--- src/rtl/gpio_irq_pkg.sv ---
package gpio_irq_pkg;
   typedef enum logic [1:0] {
      ALIAS_WR   = 2'd0,
      ALIAS_SET  = 2'd1,
      ALIAS_CLR  = 2'd2,
      ALIAS_NONE = 2'd3
   } alias_e;

   typedef enum logic [2:0] {
      SEL_DOUT  = 3'd0,
      SEL_DIN   = 3'd1,
      SEL_DOE   = 3'd2,
      SEL_ROUTE = 3'd3,
      SEL_IEN   = 3'd4,
      SEL_LEVEL = 3'd5,
      SEL_POL   = 3'd6,
      SEL_STAT  = 3'd7
   } sel_e;

   localparam int NUM_CTL = 6;

   function automatic sel_e ctl_sel(input int idx);
      case (idx)
         0:       return SEL_DOUT;
         1:       return SEL_DOE;
         2:       return SEL_ROUTE;
         3:       return SEL_IEN;
         4:       return SEL_LEVEL;
         default: return SEL_POL;
      endcase
   endfunction
endpackage

--- src/rtl/gpio_sync.sv ---
module gpio_sync #(
   parameter int W      = 32,
   parameter int STAGES = 2
) (
   input  logic         clk,
   input  logic         rst_n,
   input  logic [W-1:0] d,
   output logic [W-1:0] q
);
   if (STAGES < 2) begin : g_bad_stages
      $error("gpio_sync: STAGES must be at least 2");
   end

   logic [W-1:0] stage [STAGES];

   always_ff @(posedge clk or negedge rst_n) begin
      if (!rst_n) begin
         for (int k = 0; k < STAGES; k++) stage[k] <= '0;
      end else begin
         stage[0] <= d;
         for (int k = 1; k < STAGES; k++) stage[k] <= stage[k-1];
      end
   end

   assign q = stage[STAGES-1];
endmodule

--- src/rtl/gpio_ctl_reg.sv ---
module gpio_ctl_reg #(
   parameter int W = 32
) (
   input  logic         clk,
   input  logic         rst_n,
   input  logic         wr_we,
   input  logic         set_we,
   input  logic         clr_we,
   input  logic [W-1:0] wdata,
   output logic [W-1:0] q
);
   always_ff @(posedge clk or negedge rst_n) begin
      if (!rst_n)      q <= '0;
      else if (wr_we)  q <= wdata;
      else if (set_we) q <= q | wdata;
      else if (clr_we) q <= q & ~wdata;
   end

   AST_SET_ALIAS: assert property (@(posedge clk) disable iff (!rst_n)
      set_we |=> ((q & $past(wdata)) == $past(wdata)));
   AST_CLR_ALIAS: assert property (@(posedge clk) disable iff (!rst_n)
      clr_we |=> ((q & $past(wdata)) == '0));
endmodule

--- src/rtl/gpio_irq_detect.sv ---
module gpio_irq_detect #(
   parameter int W = 32
) (
   input  logic         clk,
   input  logic         rst_n,
   input  logic [W-1:0] lvl_sync,
   input  logic [W-1:0] route,
   input  logic [W-1:0] level_mode,
   input  logic [W-1:0] polarity,
   input  logic         clr_we,
   input  logic [W-1:0] clr_mask,
   output logic [W-1:0] status
);
   logic [W-1:0] lvl_prev;
   logic [W-1:0] cond;

   for (genvar i = 0; i < W; i++) begin : g_pin
      assign cond[i] = level_mode[i] ? (lvl_sync[i] ~^ polarity[i])
                     : polarity[i]   ? (lvl_sync[i] & ~lvl_prev[i])
                                     : (~lvl_sync[i] & lvl_prev[i]);
   end

   always_ff @(posedge clk or negedge rst_n) begin
      if (!rst_n) begin
         lvl_prev <= '0;
         status   <= '0;
      end else begin
         lvl_prev <= lvl_sync;
         status   <= (clr_we ? (status & ~clr_mask) : status) | (cond & route);
      end
   end

   AST_STAT_ONLY_CLR: assert property (@(posedge clk) disable iff (!rst_n)
      (|($past(status) & ~status)) |-> $past(clr_we));
   AST_STAT_NEEDS_ROUTE: assert property (@(posedge clk) disable iff (!rst_n)
      (|(status & ~$past(status))) |-> (|(status & ~$past(status) & $past(route))));
   AST_LEVEL_RESET: assert property (@(posedge clk) disable iff (!rst_n)
      (|(level_mode & route & (lvl_sync ~^ polarity))) |=> (|status));
endmodule

--- src/rtl/gpio_irq_port.sv ---
module gpio_irq_port
   import gpio_irq_pkg::*;
#(
   parameter int NPINS = 32
) (
   input  logic             clk,
   input  logic             rst_n,
   input  logic             bus_sel,
   input  logic             bus_we,
   input  logic [4:0]       bus_addr,
   input  logic [NPINS-1:0] bus_wdata,
   output logic [NPINS-1:0] bus_rdata,
   input  logic [NPINS-1:0] pin_in,
   output logic [NPINS-1:0] pin_out,
   output logic [NPINS-1:0] pin_oe,
   output logic             irq
);
   if (NPINS < 1 || NPINS > 32) begin : g_bad_width
      $error("gpio_irq_port: NPINS must lie in 1..32");
   end

   localparam int SYNC_STAGES = 2;

   sel_e   acc_sel;
   alias_e acc_alias;
   logic   acc_wr;
   logic   acc_rd;

   assign acc_sel   = sel_e'(bus_addr[4:2]);
   assign acc_alias = alias_e'(bus_addr[1:0]);
   assign acc_wr    = bus_sel & bus_we;
   assign acc_rd    = bus_sel & ~bus_we;

   logic [NPINS-1:0] ctl_q [NUM_CTL];

   for (genvar g = 0; g < NUM_CTL; g++) begin : g_ctl
      logic hit;
      assign hit = acc_wr && (acc_sel == ctl_sel(g));
      gpio_ctl_reg #(.W(NPINS)) u_reg (
         .clk    (clk),
         .rst_n  (rst_n),
         .wr_we  (hit && acc_alias == ALIAS_WR),
         .set_we (hit && acc_alias == ALIAS_SET),
         .clr_we (hit && acc_alias == ALIAS_CLR),
         .wdata  (bus_wdata),
         .q      (ctl_q[g])
      );
   end

   logic [NPINS-1:0] dout_q, doe_q, route_q, ien_q, level_q, pol_q;
   assign dout_q  = ctl_q[0];
   assign doe_q   = ctl_q[1];
   assign route_q = ctl_q[2];
   assign ien_q   = ctl_q[3];
   assign level_q = ctl_q[4];
   assign pol_q   = ctl_q[5];

   logic [NPINS-1:0] din_sync;
   gpio_sync #(.W(NPINS), .STAGES(SYNC_STAGES)) u_sync (
      .clk   (clk),
      .rst_n (rst_n),
      .d     (pin_in),
      .q     (din_sync)
   );

   logic             stat_clr;
   logic [NPINS-1:0] status_q;
   assign stat_clr = acc_wr && acc_sel == SEL_STAT && acc_alias == ALIAS_CLR;

   gpio_irq_detect #(.W(NPINS)) u_detect (
      .clk        (clk),
      .rst_n      (rst_n),
      .lvl_sync   (din_sync),
      .route      (route_q),
      .level_mode (level_q),
      .polarity   (pol_q),
      .clr_we     (stat_clr),
      .clr_mask   (bus_wdata),
      .status     (status_q)
   );

   logic [NPINS-1:0] rd_mux;
   always_comb begin
      case (acc_sel)
         SEL_DOUT:  rd_mux = dout_q;
         SEL_DIN:   rd_mux = din_sync;
         SEL_DOE:   rd_mux = doe_q;
         SEL_ROUTE: rd_mux = route_q;
         SEL_IEN:   rd_mux = ien_q;
         SEL_LEVEL: rd_mux = level_q;
         SEL_POL:   rd_mux = pol_q;
         default:   rd_mux = status_q;
      endcase
   end

   always_ff @(posedge clk or negedge rst_n) begin
      if (!rst_n)      bus_rdata <= '0;
      else if (acc_rd) bus_rdata <= rd_mux;
   end

   assign pin_out = dout_q;
   assign pin_oe  = doe_q;
   assign irq     = |(status_q & ien_q);

   AST_IRQ_NEEDS_ENABLE: assert property (@(posedge clk) disable iff (!rst_n)
      irq |-> (|ien_q));
   AST_RDATA_HOLDS: assert property (@(posedge clk) disable iff (!rst_n)
      !$past(acc_rd) |-> $stable(bus_rdata));
endmodule

--- config.mk ---
export PLATFORM = sky130hd
export DESIGN_NAME = gpio_irq_port
export DESIGN_NICKNAME = d
export VERILOG_FILES = /design/src/rtl/gpio_irq_pkg.sv /design/src/rtl/gpio_sync.sv /design/src/rtl/gpio_ctl_reg.sv /design/src/rtl/gpio_irq_detect.sv /design/src/rtl/gpio_irq_port.sv
export SDC_FILE = /design/constraint.sdc
export NUM_CORES = 1
export LEC_CHECK = 0
export BUFFER_PORTS_ARGS = -buffer_cell sky130_fd_sc_hd__buf_2
export CORE_UTILIZATION = 40
export DETAILED_ROUTE_END_ITERATION = 8
export SLEW_MARGIN = 10
export SYNTH_ARGS = -nofsm -noshare
export SYNTH_HDL_FRONTEND = slang
export SYNTH_SLANG_ARGS = --single-unit
--- constraint.sdc ---
create_clock -name clk -period 1.4 [get_ports clk]
set_clock_uncertainty 0.2 [all_clocks]
set_input_delay 0.14 -clock clk [delete_from_list [all_inputs] [get_ports clk]]
set_output_delay 0.14 -clock clk [all_outputs]
set_load 0.005 [all_outputs]
==> results.md, run 1 <==
- Outcome: complete, but fails checks
- Failing checks: hold timing, setup timing
- Port Buffer Count: 169
- Synthesized area: between 15,000 and 20,000 µm²
- Post-synth ARST share: 1.00
- Drt first pass iters: 5
- CTS clk-pin slew, worst paths: ~0.060 ns
- Post-DP HPWL: ~40,000 µm
- Final Critical Period: 2.52 ns
- Ant diodes: 0
- Xor/xnor share of the synthesized area: 0
- P&R area growth vs syn: 39.6%
- CP Capture Type: primary output
- Netlist cell types: 40
- Hold Vio Cnt, Final: 24
- Slew headroom: 0.605
- Power, Total: 31,800 µW
- Fin. max-slew vios: 0
- Final worst slack: -1.12 ns
- Arr. time, crit path: about 2.2 ns
- Largest net degree at the start of global routing: 40
- Setup WS pre-CTS: -0.693 ns
- Core area: around 40,000 µm²
- H-tree depth: 2
- Pwr dens: 1430 nW/µm²
- Leakage power: 0.0109 µW
- Vias per cell: 5.50
- WP data required: about 1.1 ns
- Worst path depth: 4
- Clk Latency, worst-skew pair: 0.55 ns
- End of the worst register-to-register path: bus_rdata[20]$_DFFE_PN0P_
- Mux cell area share after synthesis: 0.0367
- Hold WS: -0.0725 ns
- Vias in the first global route: 14,600
- I/O Pins: 170
- Synth Flop Type: dfrtp_1
- Final ANT Viol Nets: 0
- Final Setup Violations: 86
- Synthesized area per cell: roughly 9.5 µm²
- DR WL/cell: 21.6 µm
- Yosys reg bits: 352
- Post-synthesis sequential area ratio: 0.551
- Drc violations: 0
- Final period util: 1.80
- CTS tree: built
- Clock root buffer master: clkbuf_16
- Max cap viols: 0
- CP bufs+invs: 1
- Max Freq: 0.397 GHz
- Die W: 202 µm
- GP Congestion: between 0.9 and 1
- Share of layout cells above drive strength 1: 0.279
- Critical path endpoint: irq
- Critical path's largest stage delay: 0.56 ns
- Complex-gate fraction of the synthesized area: 0.206
- HP Class: input pin to asynchronous set/reset pin
- Cell count after synthesis: 1,681
- Initial antenna violation count: 1
- WL final: approximately 58,000 µm
- R2r setup slk: -0.10 ns
- Via count: between 10,000 and 15,000
- Critical Path Start Type: register
- Global-route usage over all layers: 0.285
- CP max stage cell: or4_4
- Post-synth EDFFs: 0
- Adder-cell share of the synthesized area: 0
- YS warnings: 0
- Die area: between 40,000 and 50,000 µm²
- Top Family by Delay on Critical Path: simple AND/OR/NAND/NOR gates
- Actual slew at the worst max-slew pin: between 0.5 and 0.6 ns
- Iter 0 DRT Violations: 1,211
- Critical path launch point: u_detect.status[17]$_DFF_PN0_
- Row Count: 72
- Main combinational cell family by area after synthesis: compound AO/OA/AOI/OAI gates
- R2R cell count: 5
- Gr ovfl total: 0
- Crit-path max FO: 2
- Clock net sink count: 352
- Unrepaired setup endpoints after global routing: yes
- Initial Utilization: 0.410
- TritonCTS Buffers: 41
- First-pass GRT wire length: 88,400 µm
- CTS Hold Buffers Added: 68
- Peak VDD IR: 975 µV
- Max clock buf depth: 3
- Setup CP Type: register to primary output
- Simple-gate share of the synthesized area: 0.162
- Setup_tns: -5.46 ns
- Final layout net count: between 2,000 and 2,500
- CP cell instances: a22oi_2 > nand4_1 > or4_4 > buf_6
- Post-synth net total: 1,754
- Die H: 202 µm
==> cells in the mapped netlist (2+ instances only) <==
library cell	instances	area (µm²)
clkbuf_1	77	289
o21ai_1	16	80.1
o31ai_1	32	240
nor3_1	31	155
buf_4	9	67.6
inv_1	32	120
a21o_1	57	428
nand3_1	35	175
o2bb2ai_1	25	219
or2_1	2	12.5
nor2_1	65	244
mux2i_1	53	531
nand2_1	413	1550
buf_2	44	220
nor3_2	4	40.0
a22o_1	75	657
nor3b_2	2	25.0
nand2b_1	33	206
a21oi_1	6	30.0
nand3b_1	4	30.0
nand4_1	5	31.3
mux2_2	5	56.3
dfrtp_1	352	8810
o21ai_0	223	1120
a211oi_1	50	375
and3b_1	2	17.5
a22oi_1	16	120
==> layout make-up <==
class | instances | area, µm²
flip-flops and latches | 352 | 8810
repair buffers | 549 | 4590
clock buffers | 58 | 1190
multi-input cells | 1166 | 6740
well taps | 518 | 648
clock inverters | 14 | 201
fillers | 3362 | 16700
inverters | 33 | 124
==> kinds of logic (layout without fill, tap and decap cells) <==
family          after synthesis  count (layout)
simple gates                605             605
compound gates              503             503
flops                       352             352
buf+inv                     163             654
mux                          58              58
==> worst min-delay path by stage <==
stage	start	end	cells after the start
3_3_place_gp	rst_n	asynchronous set/reset pin	1
2_1_floorplan	rst_n	asynchronous set/reset pin	0
4_1_cts	rst_n	u_detect.status[20]$_DFF_PN0_	2
5_1_grt	rst_n	asynchronous set/reset pin	2
6_report	rst_n	u_detect.status[20]$_DFF_PN0_	2
3_5_place_dp	rst_n	u_sync.stage[62]$_DFF_PN0_	1
==> per-stage QoR <==
stage	instances	cell area, µm²	util
global placement	2490	19300	0.495
detailed placement	2490	19300	0.495
global route	2690	22300	0.572
floorplan	1681	16100	-
CTS	2675	22000	0.564
finish	2690	22300	0.572
==> power by group <==
| part | internal, µW | switching, µW | leakage (µW) |
|---|---|---|---|
| clock network | 6820 | 4280 | 0.000688 |
| registers | 11900 | 1410 | 0.00429 |
| logic | 3950 | 3440 | 0.00594 |
==> what timing repair did <==
item,4_1_cts,5_1_grt
pin swaps,19,50
setup buffers,47,15
hold endpoints to repair,612,24
resized for setup,67,55
endpoints found under the setup margin,103,260
==> routing by layer <==
layer | vias up | routed length, µm | global-route usage
li1 | 6787 | - | -
met1 | 7275 | 25300 | 0.397
met2 | 645 | 26400 | 0.444
met3 | 97 | 4500 | 0.0503
met4 | 2 | 1820 | 0.107
met5 | - | 12 | 0
==> cell usage in the layout, fill, tap and decap left out, types with 5 or more instances in the layout <==
cell type | synthesis | routed
nand2_1 | 413 | 413
dfrtp_1 | 352 | 350
buf_4 | 9 | 247
buf_2 | 44 | 140
o21ai_0 | 223 | 128
o21ai_1 | 16 | 111
a22o_1 | 75 | 75
dlygate4sd3_1 | 0 | 67
nor2_1 | 65 | 64
buf_6 | 0 | 59
a21o_1 | 57 | 57
mux2i_1 | 53 | 48
clkbuf_16 | 0 | 41
a211oi_1 | 50 | 37
nand3_1 | 35 | 34
buf_12 | 0 | 34
nand2b_1 | 33 | 32
inv_1 | 32 | 32
o31ai_1 | 32 | 28
nor3_1 | 31 | 26
o2bb2ai_1 | 25 | 22
a22oi_1 | 16 | 14
a211oi_2 | 1 | 13
clkbuf_8 | 0 | 10
clkinv_2 | 0 | 7
clkbuf_1 | 77 | 7
a21oi_1 | 6 | 6
nand4_1 | 5 | 5
mux2_4 | 0 | 5
nor3_2 | 4 | 5
bufinv_16 | 0 | 5
Power figures use the tool's default switching activity.
==> run 2, diff against run 1 <==
--- a/config.mk
+++ b/config.mk
@@ -6,8 +6,10 @@
 export NUM_CORES = 1
 export LEC_CHECK = 0
 export BUFFER_PORTS_ARGS = -buffer_cell sky130_fd_sc_hd__buf_2
+export CORE_ASPECT_RATIO = 1.1
 export CORE_UTILIZATION = 40
 export DETAILED_ROUTE_END_ITERATION = 8
+export SKIP_CTS_REPAIR_TIMING = 1
 export SLEW_MARGIN = 10
 export SYNTH_ARGS = -nofsm -noshare
 export SYNTH_HDL_FRONTEND = slang
==> results.md, run 2 (synthesis results as in run 1) <==
- FF+latch area: 8810 µm²
- Final layout net count: between 2,000 and 2,500
- Row Count: 76
- Filler cells: between 3,000 and 4,000
- Ant diodes: 0
- WP data required: 1.06 ns
- Final ANT Viol Nets: 0
- Final Critical Period: 2.41 ns
- Unrepaired setup endpoints after global routing: yes
- Core area: 39,300 µm²
- Gr ovfl total: 0
- Outcome: complete, but fails checks
- Commonest non-fill, non-tap cell in the layout: nand2_1
- P&R area growth vs syn: 36.7%
- Global-route usage over all layers: 0.285
- Critical Path Start Type: register
- Commonest non-fill, non-tap cells in the layout: nand2_1, dfrtp_1, buf_4
- Cell Count, Final, Fillers Out: approximately 2,700
- Pwr dens: 1400 nW/µm²
- CP Capture Type: primary output
- Clk Latency, worst-skew pair: about 0.57 ns
- Critical path's largest stage delay: 0.60 ns
- Max Freq: 0.415 GHz
- Multi-input combinational cell area: between 6000 and 7000 µm²
- Final period util: 1.72
- Die H: 212 µm
- Peak VDD IR: 901 µV
- CTS clk-pin slew, worst paths: roughly 0.06 ns
- Vias per cell: 5.62
- Port Buffer Count: 169
- First-pass GRT wire length: 86,400 µm
- Failing checks: DRC, hold timing, setup timing
- Initial Utilization: 0.407
- DR WL/cell: about 22 µm
- I/O Pins: 170
- Hold WS: -0.0397 ns
- Fin. max-slew vios: 0
- Setup CP Type: register to primary output
- H-tree depth: 2
- Final worst slack: -1.01 ns
- CP cell instances: a22oi_2 > nand4_1 > or4_4 > buf_6
- Crit-path max FO: 2
- Drt first pass iters: 7
- Largest net degree at the start of global routing: just over 50
- Top Family by Delay on Critical Path: simple AND/OR/NAND/NOR gates
- Design Area, Final: 21,800 µm²
- Top sig layer: met4
- Max clock buf depth: 3
- Slew headroom: 0.637
- Post-DP HPWL: 39,900 µm
- WL final: ~58,000 µm
- Die area: 40,700 µm²
- CTS tree: built
- Actual slew at the worst max-slew pin: 0.544 ns
- CP bufs+invs: 1
- Placed Area: 19,300 µm²
- CP max stage cell: or4_4
- Fin util: 0.556
- Via count: approximately 15,000
- Die W: 193 µm
- Iter 0 DRT Violations: approximately 1,300
- Final Setup Violations: about 360
- Clock root buffer master: clkbuf_16
- HP Class: input pin to register
- Drc violations: 22
- Initial antenna violation count: 0
- Clock net sink count: 352
- Share of layout cells above drive strength 1: 0.258
- Post-Place Cells: ~2,500
- Max cap viols: 0
- Leakage power: between 0.01 and 0.015 µW
- Met2 Wirelength: about 26,000 µm
- Power, Total: between 30,000 and 40,000 µW
- Hold Vio Cnt, Final: 21
- TritonCTS Buffers: 40
- Arr. time, crit path: 2.07 ns
- Routed wl met3: 4450 µm
- Vias in the first global route: 14,100
- Met1 wire length: 25,500 µm
- GP Congestion: around 0.93
run 2: cell types whose count changed in the layout (fill, tap and decap cells not counted), moves of 6 or more:
cell	before	now
a211oi_1	37	43
o21ai_0	128	136
buf_4	247	233
buf_6	59	44
o21ai_1	111	103
clkbuf_1	7	14
a211oi_2	13	7
run 2: worst register-to-register path: cells and delay by family, from the launching register on:
kind | cells | cell delay [ns]
AOI/OAI and AO/OA | 3 | 0.58
DFF | 1 | 0.38
muxes | 1 | 0.16
run 2: final cells by class:
type,instances,share of cell area
Multi-Input combinational cell,1166,0.304
Clock buffer,65,0.0562
Timing Repair Buffer,524,0.198
Tap cell,507,0.0291
Inverter,33,0.00567
Clock inverter,4,0.00258
Sequential cell,352,0.404
run 2: metrics by stage:
step	setup TNS (ns)	setup slack (ns)
floorplan	-7.98	-0.140
global placement	-83.38	-0.545
detailed placement	-88.80	-0.531
CTS	-9.19	-1.14
global route	-82.30	-1.06
finish	-47.41	-1.01
run 2: per-layer routing:
metal  GRT usage  vias to the layer above
met5           0                        -
met4       0.116                        0
met3      0.0406                      133
met2       0.428                      696
met1       0.413                     7323
li1            -                     6734
run 2: worst paths after layout:
kind | cells past startpoint | end | start | slack, ns
setup / recovery | 4 | irq | register | -1.01
max in group asynchronous | 5 | u_detect.status[0]$_DFF_PN0_ | rst_n | -0.26
hold / removal | 5 | bus_rdata[19]$_DFFE_PN0P_ | bus_we | -0.04
min in group asynchronous | 3 | asynchronous set/reset pin | rst_n | 0.41
setup reg to reg | 4 | bus_rdata[31]$_DFFE_PN0P_ | u_sync.q[31]$_DFF_PN0_ | -0.03
hold reg to reg | 0 | u_sync.q[30]$_DFF_PN0_ | u_sync.stage[62]$_DFF_PN0_ | 0.14
run 2: power by group:
part | internal [µW] | switching (µW)
Sequential | 11900 | 1400
Combinational | 3650 | 3300
Clock | 6150 | 4260
